--- config.mk ---
export PLATFORM = sky130hd
export DESIGN_NAME = prio_age_arb
export DESIGN_NICKNAME = d
export VERILOG_FILES = /design/src/rtl/prio_arb_pkg.sv /design/src/rtl/arb_wait_ctr.sv /design/src/rtl/arb_prio_filter.sv /design/src/rtl/arb_rr_pick.sv /design/src/rtl/prio_age_arb.sv
export SDC_FILE = /design/constraint.sdc
export NUM_CORES = 1
export LEC_CHECK = 0
export CAP_MARGIN = 20
export CELL_PAD_IN_SITES_DETAIL_PLACEMENT = 0
export CELL_PAD_IN_SITES_GLOBAL_PLACEMENT = 2
export CORE_MARGIN = 2
export CORE_UTILIZATION = 32
export DETAILED_ROUTE_END_ITERATION = 16
export HOLD_SLACK_MARGIN = 0.06
export PLACE_DENSITY_LB_ADDON = 0.25
export SYNTH_ARGS = -nofsm -noshare
export SYNTH_HDL_FRONTEND = slang
export SYNTH_SLANG_ARGS = --single-unit
--- constraint.sdc ---
create_clock -name clk -period 13.25 [get_ports clk]
set_clock_uncertainty 0.15 [all_clocks]
set_input_delay 3.3125 -clock clk [delete_from_list [all_inputs] [get_ports clk]]
set_output_delay 3.3125 -clock clk [all_outputs]
set_load 0.005 [all_outputs]
--- src/rtl/prio_arb_pkg.sv ---
// Shared definitions for the priority/aging arbiter.
// Assumes urgency is an unsigned level where a larger value is more urgent.
package prio_arb_pkg;
    localparam int PRIO_W = 3;
    typedef logic [PRIO_W-1:0] prio_t;
endpackage

--- src/rtl/arb_wait_ctr.sv ---
// Per-lane wait counter: counts cycles a request stays pending without a grant,
// saturates at all-ones, and flags the request as aged once it meets the limit.
// Assumes gnt_i comes from the same arbiter the count feeds.
module arb_wait_ctr #(
    parameter int AGE_W = 16
) (
    input  logic             clk,
    input  logic             rst_n,
    input  logic             req_i,
    input  logic             gnt_i,
    input  logic [AGE_W-1:0] limit_i,
    output logic [AGE_W-1:0] cnt_o,
    output logic             aged_o
);
    localparam logic [AGE_W-1:0] CNT_MAX = '1;

    logic [AGE_W-1:0] cnt_q;

    // Count waiting cycles; clear on grant or idle; hold at the maximum.
    always_ff @(posedge clk) begin
        if (!rst_n) begin
            cnt_q <= '0;
        end else if (!req_i || gnt_i) begin
            cnt_q <= '0;
        end else if (cnt_q != CNT_MAX) begin
            cnt_q <= cnt_q + AGE_W'(1);
        end
    end

    // Aged flag from the registered count and the live request.
    always_comb begin
        aged_o = req_i && (cnt_q >= limit_i);
        cnt_o  = cnt_q;
    end
endmodule

--- src/rtl/arb_prio_filter.sv ---
// Finds the largest urgency among active requests and marks every active lane
// that carries it. Purely combinational; yields an empty mask with no requests.
module arb_prio_filter #(
    parameter int N_REQ = 4
) (
    input  logic [N_REQ-1:0]                       req_i,
    input  logic [N_REQ*prio_arb_pkg::PRIO_W-1:0]  prio_i,
    output logic [N_REQ-1:0]                       top_mask_o
);
    import prio_arb_pkg::*;

    prio_t top_lvl;

    // Scan for the highest level carried by an active request.
    always_comb begin
        top_lvl = '0;
        for (int i = 0; i < N_REQ; i++) begin
            if (req_i[i] && (prio_i[i*PRIO_W +: PRIO_W] > top_lvl)) begin
                top_lvl = prio_i[i*PRIO_W +: PRIO_W];
            end
        end
    end

    // Keep only active lanes sitting at that level.
    always_comb begin
        for (int i = 0; i < N_REQ; i++) begin
            top_mask_o[i] = req_i[i] && (prio_i[i*PRIO_W +: PRIO_W] == top_lvl);
        end
    end
endmodule

--- src/rtl/arb_rr_pick.sv ---
// Rotating picker: returns the first set lane of the candidate mask scanning up
// from the pointer with wrap-around, as a one-hot vector and an index.
module arb_rr_pick #(
    parameter int N_REQ = 4,
    parameter int PTR_W = 2
) (
    input  logic [N_REQ-1:0] mask_i,
    input  logic [PTR_W-1:0] ptr_i,
    output logic [N_REQ-1:0] gnt_o,
    output logic [PTR_W-1:0] idx_o,
    output logic             any_o
);
    // Cyclic scan from the pointer, first hit wins.
    always_comb begin
        int  pos;
        logic found;
        gnt_o = '0;
        idx_o = '0;
        found = 1'b0;
        for (int i = 0; i < N_REQ; i++) begin
            pos = int'(ptr_i) + i;
            if (pos >= N_REQ) pos = pos - N_REQ;
            if (!found && mask_i[pos]) begin
                found      = 1'b1;
                gnt_o[pos] = 1'b1;
                idx_o      = PTR_W'(pos);
            end
        end
        any_o = found;
    end
endmodule

--- src/rtl/prio_age_arb.sv ---
// Priority arbiter with round-robin tie-break and an aging override.
// Aged requests (waited >= age_limit_i cycles) are served first, by rotation;
// otherwise the most urgent level wins, with rotation among equals.
// Grant is combinational; the pointer and wait counts are registered.
// Assumes N_REQ >= 2.
module prio_age_arb #(
    parameter int N_REQ = 4,
    parameter int AGE_W = 16
) (
    input  logic                                  clk,
    input  logic                                  rst_n,
    input  logic [N_REQ-1:0]                      req_i,
    input  logic [N_REQ*prio_arb_pkg::PRIO_W-1:0] prio_i,
    input  logic [AGE_W-1:0]                      age_limit_i,
    output logic [N_REQ-1:0]                      grant_o
);
    localparam int PTR_W = (N_REQ > 1) ? $clog2(N_REQ) : 1;
    localparam logic [PTR_W-1:0] LAST_LANE = PTR_W'(N_REQ - 1);

    logic [N_REQ-1:0]       aged;
    logic [N_REQ*AGE_W-1:0] wait_cnt;
    logic [N_REQ-1:0]       top_mask;
    logic [N_REQ-1:0]       cand;
    logic [PTR_W-1:0]       ptr_q;
    logic [PTR_W-1:0]       win_idx;
    logic                   win_any;

    // One wait counter per lane.
    for (genvar g = 0; g < N_REQ; g++) begin : g_lane
        arb_wait_ctr #(.AGE_W(AGE_W)) u_ctr (
            .clk     (clk),
            .rst_n   (rst_n),
            .req_i   (req_i[g]),
            .gnt_i   (grant_o[g]),
            .limit_i (age_limit_i),
            .cnt_o   (wait_cnt[g*AGE_W +: AGE_W]),
            .aged_o  (aged[g])
        );
    end

    arb_prio_filter #(.N_REQ(N_REQ)) u_filter (
        .req_i      (req_i),
        .prio_i     (prio_i),
        .top_mask_o (top_mask)
    );

    // Aged lanes override urgency order entirely.
    always_comb begin
        cand = (|aged) ? aged : top_mask;
    end

    arb_rr_pick #(.N_REQ(N_REQ), .PTR_W(PTR_W)) u_pick (
        .mask_i (cand),
        .ptr_i  (ptr_q),
        .gnt_o  (grant_o),
        .idx_o  (win_idx),
        .any_o  (win_any)
    );

    // Move the pointer just past the winner, only when a grant is issued.
    always_ff @(posedge clk) begin
        if (!rst_n) begin
            ptr_q <= '0;
        end else if (win_any) begin
            ptr_q <= (win_idx == LAST_LANE) ? '0 : win_idx + PTR_W'(1);
        end
    end
endmodule

==> flow_summary.ini <==
[floorplanning]
row_count = 50
die_x_microns = 141
die_y_microns = 141
ios = 38
design.die.area_sq_mm = 0.0198
start_util = 0.323
coreArea_sq_mm = 0.0185

[setup_path]
critPathTopFamily = compound AO/OA/AOI/OAI gates
worst_path_most_repeated_cell = ha_1
critical_path_class = primary input to output pin
worstPathArrival_ns = 9.50
slowest_stage = or4_1
rr_startpoint = g_lane[0].u_ctr.cnt_o[0]
reg2reg_slack_ns = 8.21
required_ns = 9.79
rr_endpoint = g_lane[2].u_ctr.cnt_o[14]
slowest_delay_ns = 0.56
rr_worst_depth = 15
worstSetupEndpointType = output pin
path_max_fanout = 6
critPathLaunchType = primary input
worst-path-buf-inv = 5

[global_route]
antenna_found_initial = 0
grt_pass1_vias = 5185
grt_usage = 0.174
grt_pass1_wl_microns = 27500
grt_max_degree = 17
grt_overflow = 0

[place]
io_buffers = 37
dpl.hpwl_microns = 12900
place_congestion = 0.876
placedCellCount = 977

[clocking]
clkTransAtPathRegs_ns = 0.05
cts_tree = built
h-tree-depth = 3
cts_made_buffers = 9
clock-sinks = 66
cts.path.max_buffers = 2
cts_root_buf = clkbuf_16
clk_latency_ns = 0.34
holdBufCountCts = 0

[logic_synthesis]
synth_xor_area_frac = 0.0703
synth_commonest_cells = 84 x ha_1, 66 x dfxtp_1, 49 x nand2_1
yosysTopAreaCell = dfxtp_1
synthArstFlopShare = 0
synthMuxAreaShare = 0.0201
yosysWarnings = 0
synth_edf_count = 0
syn_area_sq_mm = 0.00598
synthCells = 700
yosys.area_share.simple = 0.294
synth-compound-area-share = 0.163
syn_nets = 818
ys_seq_elements = 66
synth_top_family_by_area = simple AND/OR/NAND/NOR gates
yosysSeqAreaShare = 0.221
yosys-top-cells-area = dfxtp_1 22%, ha_1 18%, nor2_4 5.6%
synth_top_area_frac = 0.221
syn_avg_cell_area_sq_um = 8.55
yosys.area_share.adder = 0.176
synthFlopType = dfxtp_1
yosys.cell_types.count = 71
synth_most_common_cell = ha_1

[worst_hold_path]
min_from = g_lane[0].u_ctr.cnt_o[1]
whs_endpoint = g_lane[0].u_ctr.cnt_o[1]
holdPathStages = 2
hp-class = register to register

[routing]
remaining_drc_errors = 0
wl_per_cell_microns = 16.6
avgViaCountPerCell = 5.32
drtAntennaViolNets = 0
finalWirelength_microns = 16600
drtIter0Drc = 235
drt-pass1-iter-count = 4
via_count = 5297

[power]
p_sw_mw = 0.233
power_density_mw_per_mm2 = 101
total_power_mw = 0.718
share_seq_of_total_power = 0.301
p_int_mw = 0.485
combPwrFrac = 0.333
ir_worst_vdd_uv = 48.1
clock_power_share = 0.366
p_leak_nw = 2.84
netSwitchingFraction = 0.324

[layout]
final-seq-area_sq_mm = 0.00132
area_growth_pct = 18.6
drive_gt1_frac = 0.154
fin_cells = 996
multi_input_area_sq_mm = 0.00437
final_nets = 876
fill_cells = 1916
diodes = 0
fin_util = 0.383

[sta]
drv_slew = 0
hold_viol = 0
finalCriticalPeriod_ns = 12.97
slew_headroom = 0.422
rsz0062_at_grt = no
tightest_slew_ns = 0.858
finalCritPeriodShare = 0.979
fmax_ghz = 0.0771
fin_tns_setup_ns = 0
holdWs_ns = 0.361
finalSetupViolations = 0

[run_status]
outcome = complete, no violations

[flow_run]
maxCapViolations = 0
cell usage in the layout (no fill, tap or decap), drive strengths merged, types with 4 or more instances in the layout:
cell / count
clkbuf: 13
a31oi: 7
mux2i: 7
inv: 44
a21oi: 40
nand2: 49
dfxtp: 66
clkdlybuf4s50: 35
and2: 8
nand4: 23
or2: 5
a211oi: 8
a211o: 6
o211ai: 9
nor2: 86
nor3: 27
ha: 84
o2111ai: 10
nor3b: 4
o31ai: 4
a311oi: 5
nand3: 33
xor2: 31
or4: 7
buf: 31
or3: 8
nand2b: 9
o21ai: 16
xnor2: 17
and3: 16
stage by stage:
stage                     cell area [sq um]  setup slack, ns
after floorplan                        5980            0.849
after global placement                 6680           0.0418
after detailed placement               6700           -0.173
after CTS                              7040          0.00978
after global routing                   7090           0.0233
final                                  7090            0.284
sequential cells by signal (all words and copies together) (netlist names):
| signal | flops |
|---|---|
| ptr_q | 2 |
| g_lane.u_ctr.cnt_o | 64 |
cell families (layout without fill, tap and decap cells):
| logic type | after synthesis | count (layout) |
|---|---|---|
| buffers and inverters | 65 | 127 |
| DFF | 66 | 66 |
| and+or+nand+nor | 294 | 294 |
| muxes | 9 | 9 |
| xor gates and xnor gates | 48 | 48 |
| adders and majority gates | 84 | 84 |
| AOI/OAI and AO/OA | 134 | 134 |
routing by layer:
metal  up-vias  wire (microns)  GRT usage
li1       2685               -          -
met2        75            7860      0.291
met1      2529            7850      0.235
met3         8             727     0.0367
met5         -               0          0
met4         0             126     0.0316
worst min-delay path: cells and delay by family (launching register included):
family	cells	cell delay, ns
flip-flops	1	0.34
AND/OR/NAND/NOR	1	0.07
AO/OA/AOI/OAI	1	0.05
timing repair:
item	CTS	global route
buffers inserted	0	4
resized for setup	5	10
pin swaps	1	1
endpoints found under the setup margin	4	4
gates cloned	0	0
power groups by stage:
stage	sequential, mW	clock (mW)	combinational [mW]
2_1_floorplan	0.215	0	0.170
3_3_place_gp	0.220	0	0.225
3_5_place_dp	0.220	0	0.232
4_1_cts	0.216	0.270	0.235
5_1_grt	0.218	0.277	0.265
6_report	0.216	0.263	0.239
worst max-delay path by stage:
stage          startpoint          to  slack, ns  depth (start not counted)
2_1_floorplan   prio_i[2]  grant_o[2]       0.85                         25
5_1_grt         prio_i[1]  grant_o[2]       0.02                         26
3_3_place_gp     req_i[0]  grant_o[2]       0.04                         24
3_5_place_dp     req_i[0]  grant_o[2]      -0.17                         24
4_1_cts          req_i[0]  grant_o[0]       0.01                         25
6_report        prio_i[1]  grant_o[2]       0.28                         26
area by class of cell:
class,count,share of cell area
Clock buffer,13,0.0367
Clock inverter,2,0.00847
Inverter,44,0.0233
Multi-Input combinational cell,569,0.616
Sequential cell,66,0.186
Tap cell,234,0.0413
Timing Repair Buffer,68,0.0885
Note: power is estimated with default switching activity, not from simulation.
